$ cat config.mk
export PLATFORM = sky130hd
export DESIGN_NAME = edge_irq_bridge
export DESIGN_NICKNAME = d
export VERILOG_FILES = /design/src/rtl/edge_irq_bridge.sv
export SDC_FILE = /design/constraint.sdc
export NUM_CORES = 1
export LEC_CHECK = 0
export BUFFER_PORTS_ARGS = -buffer_cell sky130_fd_sc_hd__buf_2
export CAP_MARGIN = 10
export CORE_MARGIN = 2
export CORE_UTILIZATION = 57
export CTS_BUF_LIST = sky130_fd_sc_hd__clkbuf_2 sky130_fd_sc_hd__clkbuf_4 sky130_fd_sc_hd__clkbuf_8
export CTS_CLUSTER_SIZE = 20
export DETAILED_ROUTE_END_ITERATION = 8
export GPL_ROUTABILITY_DRIVEN = 1
export GPL_TIMING_DRIVEN = 0
export PLACE_DENSITY = 0.84
export SYNTH_ARGS = -nofsm -noshare
export SYNTH_HDL_FRONTEND = slang
export SYNTH_SLANG_ARGS = --single-unit
$ cat constraint.sdc
create_clock -name clk -period 2.5 [get_ports clk]
set_input_delay 0.5 -clock clk [delete_from_list [all_inputs] [get_ports clk]]
set_output_delay 0.5 -clock clk [all_outputs]
set_load 0.02 [all_outputs]
$ cat src/rtl/edge_irq_bridge.sv
module edge_irq_bridge #(
  parameter int NUM_SRC = 32,
  parameter int DATA_W  = 32,
  parameter int ADDR_W  = 8
) (
  input  logic              clk,
  input  logic              rst_n,
  input  logic [NUM_SRC-1:0] src_in,
  input  logic              reg_wr,
  input  logic [ADDR_W-1:0] reg_addr,
  input  logic [DATA_W-1:0] reg_wdata,
  output logic [DATA_W-1:0] reg_rdata,
  output logic              irq_out
);

  localparam logic [ADDR_W-1:0] ADDR_PEND = ADDR_W'(8'h00);
  localparam logic [ADDR_W-1:0] ADDR_ENAB = ADDR_W'(8'h04);

  logic [NUM_SRC-1:0] sync1, sync2, hist;
  logic [NUM_SRC-1:0] pend, enab;
  logic [NUM_SRC-1:0] rise;
  logic               wr_pend, wr_enab;

  assign rise    = sync2 & ~hist;
  assign wr_pend = reg_wr && (reg_addr == ADDR_PEND);
  assign wr_enab = reg_wr && (reg_addr == ADDR_ENAB);

  always_ff @(posedge clk) begin
    if (!rst_n) begin
      sync1 <= '0;
      sync2 <= '0;
      hist  <= '0;
    end else begin
      sync1 <= src_in;
      sync2 <= sync1;
      hist  <= sync2;
    end
  end

  always_ff @(posedge clk) begin
    if (!rst_n) begin
      pend    <= '0;
      enab    <= '0;
      irq_out <= 1'b0;
    end else begin
      pend    <= (wr_pend ? (pend & reg_wdata[NUM_SRC-1:0]) : pend) | rise;
      if (wr_enab) enab <= reg_wdata[NUM_SRC-1:0];
      irq_out <= |(pend & enab);
    end
  end

  always_comb begin
    reg_rdata = '0;
    if (reg_addr == ADDR_PEND)      reg_rdata[NUM_SRC-1:0] = pend;
    else if (reg_addr == ADDR_ENAB) reg_rdata[NUM_SRC-1:0] = enab;
  end

  AST_PEND_SET_BY_EDGE: assert property (@(posedge clk) disable iff (!rst_n)
    ((pend & ~$past(pend) & ~$past(rise)) == '0));

  AST_PEND_CLEAR_BY_WRITE: assert property (@(posedge clk) disable iff (!rst_n)
    (|($past(pend) & ~pend)) |-> $past(wr_pend));

  AST_EDGE_WINS: assert property (@(posedge clk) disable iff (!rst_n)
    (($past(rise) & ~pend) == '0));

  AST_ENAB_HOLDS: assert property (@(posedge clk) disable iff (!rst_n)
    !$past(wr_enab) |-> $stable(enab));

  AST_IRQ_NEEDS_CAUSE: assert property (@(posedge clk) disable iff (!rst_n)
    irq_out |-> $past(|(pend & enab)));

  AST_FALL_NO_SET: assert property (@(posedge clk) disable iff (!rst_n)
    ((pend & ~$past(pend) & ~$past(sync2)) == '0));

endmodule

==> results of run 1 <==
==> where the power goes <==
group	internal, mW	switching [mW]
combinational	0.111	0.156
sequential	2.65	0.0481
clock	1.09	0.946
==> path summary, 6_finish.rpt <==
path | end | slack (ns) | depth (start not counted) | from
max | reg_rdata[13] | -0.06 | 8 | reg_addr[0]
min | sync1[11] | 0.25 | 2 | src_in[11]
max reg2reg | irq_out | 1.16 | 3 | pend[1]
min reg2reg | sync2[3] | 0.43 | 1 | sync1[3]
==> worst max-delay path: cells and delay by family <==
kind            cells  cell delay [ns]
compound gates      1             0.19
buf+inv             5             0.66
simple gates        2             0.71
==> cell type report <==
class,instances,share of cell area (%)
clock inverter,11,2.141
inverter,1,0.05222
timing repair buffer,115,10.08
buffer,44,3.342
sequential,161,44.84
multi-input combinational,379,33.30
tap,133,2.315
clock buffer,21,3.934
==> per-layer routing <==
metal | vias up | track usage (%)
met2 | 326 | 44.90
met1 | 2296 | 33.33
li1 | 2285 | -
met4 | 0 | 12.95
met3 | 51 | 5.802
met5 | - | 0
==> repair_timing <==
action / CTS / global route
pin swaps: 1 / 17
setup buffers: 1 / 6
cloned: 0 / 2
gates resized for setup: 13 / 50
endpoints found under the setup margin: 31 / 30
==> cells in the final DEF, fill, tap and decap left out <==
cell,instances
a22o_1,32
a22oi_1,16
and2_1,96
buf_1,2
buf_2,84
buf_4,13
buf_6,27
buf_8,1
bufinv_16,3
clkbuf_1,32
clkbuf_4,1
clkbuf_8,20
clkinv_1,1
clkinv_2,1
clkinv_4,4
clkinvlp_4,2
dfxtp_1,161
inv_6,1
mux2i_1,32
nand2_1,96
nand3b_1,32
nand4_1,4
nor2_4,2
nor3_4,1
nor4_1,32
o21ai_0,32
o41a_1,1
or4_4,2
or4b_4,1
==> kinds of logic after synthesis <==
group                  count (synthesis)  synth area share, %
buffers and inverters                 46                3.520
multiplexers                          32                5.528
AND/OR/NAND/NOR                      266                25.46
AO/OA/AOI/OAI                         81                9.868
flip-flops                           161                55.63
==> sequential cells by signal (all words and copies together) (netlist names) <==
signal,flops
enab,32
hist,32
irq_out,1
pend,32
sync1,32
sync2,32
==> metrics by stage <==
| stage | utilization [%] | total power, mW |
|---|---|---|
| global route | 73.20 | 5.151 |
| floorplan | - | 2.878 |
| detailed placement | 66.11 | 3.012 |
| CTS | 71.00 | 4.991 |
| global placement | 66.11 | 2.997 |
| finish | 73.20 | 5.003 |
==> flow_metrics.tcl, run 1 <==
set metrics [dict create \
    status "finished, violations left" \
    violations "negative setup slack" \
    place.gp.congestion 0.9848 \
    worstSkewPairLatency_ns 0.45 \
    synth.distinct_cells 20 \
    hpwl_um 10480 \
    arrival_ns 2.06 \
    htreeDepth 4 \
    ff_latch_area_um2 3223 \
    avgSynthCellArea_um2 9.888 \
    critPathMaxFanout 8 \
    place_worst_setup_slack_ns -0.2786 \
    grt_pass1_wl_um 23170 \
    fillCellCount 715 \
    wirelength_um 15180 \
    syn_inst 586 \
    synth_edf_count 0 \
    timing.fmax_mhz 390.5 \
    clock_skew_ns 0.01017 \
    avgRoutedWirePerCell_um 17.55 \
    diodes 0 \
    cts_made_buffers 17 \
    synth_nets 661 \
    seq_area_frac_synth_pct 55.63 \
    nNetsFinal 794 \
    peakVddDrop_v 0.0003382 \
    areaGrowthSynthToFinish_pct 24.06 \
    crit_path_cell_trace "buf_6 > or4_4 > buf_8 > nor2_4 > buf_4 > buf_6 > a22o_1 > buf_6" \
    hold_slack_ns 0.2512 \
    dpl.cell_count 825 \
    start_util_pct 59.01 \
    portBuffers 106 \
    final-hold-violation-count 0 \
    die_w_um 104.8 \
    rsz0062_at_grt "yes" \
    ant_nets 0 \
    num_rows 36 \
    drv_cap 0 \
    yosysWarnings 0 \
    vias 4958 \
    startpoint_type "input port" \
    yosysMostFrequentCell "dfxtp_1" \
    synthFlopType "dfxtp_1" \
    fin_cells 865 \
    die_h_um 104.8 \
    finalInstanceArea_um2 7188 \
    period_share_pct 102.4 \
    top_layer_used "met4" \
    m1WireLength_um 5903 \
    wl_met2_um 7265 \
    worst_pin_slew_ns 0.6371 \
    postSynth.asyncResetShare_pct 0 \
    cts.clk_slew.worst_paths_ns 0.08 \
    worst_slack_ns -0.06089 \
    grt_antenna_before_repair 0 \
    cts_buffer_depth 2 \
    post-route-min-period_ns 2.561 \
    maxSlewHeadroom_pct 57.52 \
    layout-drive-gt1-share_pct 22.27 \
    grt_pass1_vias 4729 \
    totalNegativeSetupSlack_ns -0.2388 \
    power_density_nw_per_um2 696.0 \
    slowest_delay_ns 0.53 \
    cts_hold_buffers 0 \
    synth_commonest_cells "161 x dfxtp_1, 96 x and2_1, 96 x nand2_1" \
    fp.dieArea_um2 10990 \
    multi_input_area_um2 2394 \
    critPathSlowestCell "or4_4" \
    cellLeakagePower_nw 2.855 \
    ys_top_cells_by_area "dfxtp_1 56%, and2_1 10%, nand2_1 6.2%, mux2i_1 5.5%, a22o_1 4.8%" \
    worst-setup-path-type "input port to output pin" \
    slew_viol_final 0 \
    grt_usage_pct 27.01 \
    end_kind "output pin" \
    synth_top_cell_by_area "dfxtp_1" \
    finalSetupViolations 12 \
    cp.required_ns 2.00 \
    ys_ff_latch 161 \
    cts_tree "done" \
    grt_max_degree 17 \
    drc 0 \
    cts.sinks 161 \
    core_area_um2 9819 \
    yosys.area.top_type_share_pct 55.63 \
    drt_iter0_drc 482 \
    ios 108 \
    place_area_um2 6491 \
    syn-cell-area_um2 5794 \
    dr.pass1.iters 6 \
    ctsRootBufferMaster "clkbuf_8" \
    via_per_inst 5.732 \
    worstHoldPathType "input port to flop" \
    route.met3.wl_um 1501 \
    crit_top_cell "buf_6" \
    globalRouteOverflowTotal 0 \
]
No activity file was read; power rests on OpenSTA's default activity.
==> inputs of run 2 (changes only) <==
==> config.mk (replaced) <==
export PLATFORM = sky130hd
export DESIGN_NAME = edge_irq_bridge
export DESIGN_NICKNAME = d
export VERILOG_FILES = /design/src/rtl/edge_irq_bridge.sv
export SDC_FILE = /design/constraint.sdc
export NUM_CORES = 1
export LEC_CHECK = 0
export CAP_MARGIN = 10
export CORE_MARGIN = 2
export CORE_UTILIZATION = 65
export CTS_BUF_LIST = sky130_fd_sc_hd__clkbuf_2 sky130_fd_sc_hd__clkbuf_4 sky130_fd_sc_hd__clkbuf_8
export CTS_CLUSTER_SIZE = 20
export DETAILED_ROUTE_END_ITERATION = 8
export DONT_BUFFER_PORTS = 1
export GPL_ROUTABILITY_DRIVEN = 1
export GPL_TIMING_DRIVEN = 0
export PLACE_DENSITY = 0.83
export SKIP_LAST_GASP = 1
export SYNTH_ARGS = -nofsm -noshare
export SYNTH_HDL_FRONTEND = slang
export SYNTH_SLANG_ARGS = --single-unit
==> flow_metrics.tcl, run 2 (synthesized netlist as in run 1, its figures left out) <==
set metrics [dict create \
    r2r_start "pend[1]" \
    switching_power_mw 1.139 \
    slew_viol_final 0 \
    power_density_nw_per_um2 762.2 \
    layout-drive-gt1-share_pct 10.88 \
    finalSetupViolations 0 \
    ctsRootBufferMaster "clkbuf_8" \
    worst_pin_slew_ns 0.5952 \
    cts_tree "done" \
    mostFrequentLayoutCell "dfxtp_1" \
    totalNegativeSetupSlack_ns 0 \
    start_util_pct 66.77 \
    rrSetupSlack_ns 1.16 \
    period_share_pct 97.02 \
    r2r_cells 3 \
    hp-start "src_in[17]" \
    r2r-end "irq_out" \
    globalRouteOverflowTotal 0 \
    peakVddDrop_v 0.0005165 \
    cp.required_ns 2.00 \
    fillCellCount 628 \
    drt_iter0_drc 311 \
    rsz0062_at_grt "no" \
    avgRoutedWirePerCell_um 19.28 \
    timing.fmax_mhz 412.3 \
    critPathSlowestCell "or4_1" \
    p_int_mw 3.740 \
    worstHoldPathType "input port to flop" \
    critPathMaxFanout 10 \
    final-hold-violation-count 0 \
    dr.pass1.iters 7 \
    ios 108 \
    hold_slack_ns 0.1720 \
    cts.sinks 161 \
    grt_usage_pct 29.51 \
    via_per_inst 6.032 \
    nNetsFinal 679 \
    die_h_um 98.42 \
    cts_hold_buffers 0 \
    wirelength_um 13960 \
    worst-setup-path-type "input port to output pin" \
    startpoint_type "input port" \
    cts_made_buffers 17 \
    cellLeakagePower_nw 2.318 \
    fp.dieArea_um2 9686 \
    cts.clk_slew.worst_paths_ns 0.09 \
    hold_depth 1 \
    drc 0 \
    num_rows 34 \
    grt_pass1_wl_um 21960 \
    slowest_delay_ns 0.49 \
    place.gp.congestion 0.9288 \
    ant_nets 0 \
    power_frac_seq_pct 55.4 \
    clock_skew_ns 0.009899 \
    post-route-min-period_ns 2.425 \
    worstSkewPairLatency_ns 0.45 \
    diodes 0 \
    arrival_ns 1.93 \
    die_w_um 98.42 \
    cts_setup_buffers 0 \
    grt_pass1_vias 4254 \
    clkPwrFrac_pct 40.8 \
    combPwrFrac_pct 3.9 \
    end_kind "output pin" \
    drv_cap 0 \
    status "finished clean" \
    switching_share_pct 23.35 \
    cts_buffer_depth 2 \
    grt_antenna_before_repair 0 \
    crit_top_cell "buf_2" \
    core_area_um2 8678 \
    htreeDepth 4 \
    min_to "sync1[17]" \
    grt_max_degree 17 \
    final_cell_mix "161 x dfxtp_1, 96 x and2_1, 96 x nand2_1" \
    areaGrowthSynthToFinish_pct 10.49 \
    maxSlewHeadroom_pct 60.32 \
    hpwl_um 9972 \
    crit_path_cell_trace "or4_1 > buf_2 > nor2_4 > buf_2 > a22o_2" \
    vias 4367 \
    portBuffers 0 \
]
==> run 2: layout make-up <==
type	count	area (um2)	share of cell area, %
clock inverter	13	176.4	2.756
sequential	161	3223	50.34
inverter	1	3.754	0.05863
buffer	44	209.0	3.264
clock buffer	18	241.5	3.772
multi-input combinational	379	2414	37.70
tap	108	135.1	2.111
==> run 2: how the worst max path moves through the flow <==
stage,startpoint,end,slack [ns],cells past startpoint
after global routing,reg_addr[0],reg_rdata[22],0.01,5
after global placement,reg_addr[5],reg_rdata[22],-0.1,5
after CTS,reg_addr[5],reg_rdata[22],0.004,5
final,reg_addr[0],reg_rdata[22],0.07,5
after floorplan,reg_addr[0],reg_rdata[0],0.15,5
after detailed placement,reg_addr[5],reg_rdata[22],-0.12,5
==> run 2: routing by layer <==
| metal | wire, um | global-route usage [%] | share of wire (%) | vias up |
|---|---|---|---|---|
| met4 | 361 | 11.38 | 2.6 | 0 |
| li1 | - | - | - | 2064 |
| met1 | 5534 | 37.15 | 40 | 2040 |
| met3 | 1528 | 10.21 | 11 | 31 |
| met2 | 6534 | 47.15 | 47 | 232 |
| met5 | 0 | 0 | 0 | - |
==> run 2: timing repair <==
action | CTS | global route
setup endpoints to repair | 30 | 30
hold endpoints to repair | 0 | 0
resized for setup | 27 | 5
==> run 2: worst max-delay path: cells and delay by family <==
kind	cells	cell delay (ns)
buffers and inverters	2	0.48
and+or+nand+nor	2	0.66
AOI/OAI and AO/OA	1	0.27
==> run 2: metrics by stage <==
step                setup WS [ns]  cells  instance area (um2)  utilization, %  power [mW]
global route             0.009884    724                 6402           73.77       5.037
CTS                      0.003911    725                 6389           73.62       4.886
finish                    0.07457    724                 6402           73.77       4.880
global placement         -0.09744    694                 5929           68.32       2.933
floorplan                  0.1498    586                 5794               -       2.878
detailed placement        -0.1172    694                 5929           68.32       2.944
==> run 2: power by group through the flow <==
stage                     clock network, mW  registers, mW  logic, mW
after floorplan                           0           2.74      0.135
after global placement                    0           2.76      0.176
after detailed placement                  0           2.76      0.183
after CTS                              2.00           2.70      0.185
after global routing                   2.12           2.71      0.209
final                                  1.99           2.70      0.188
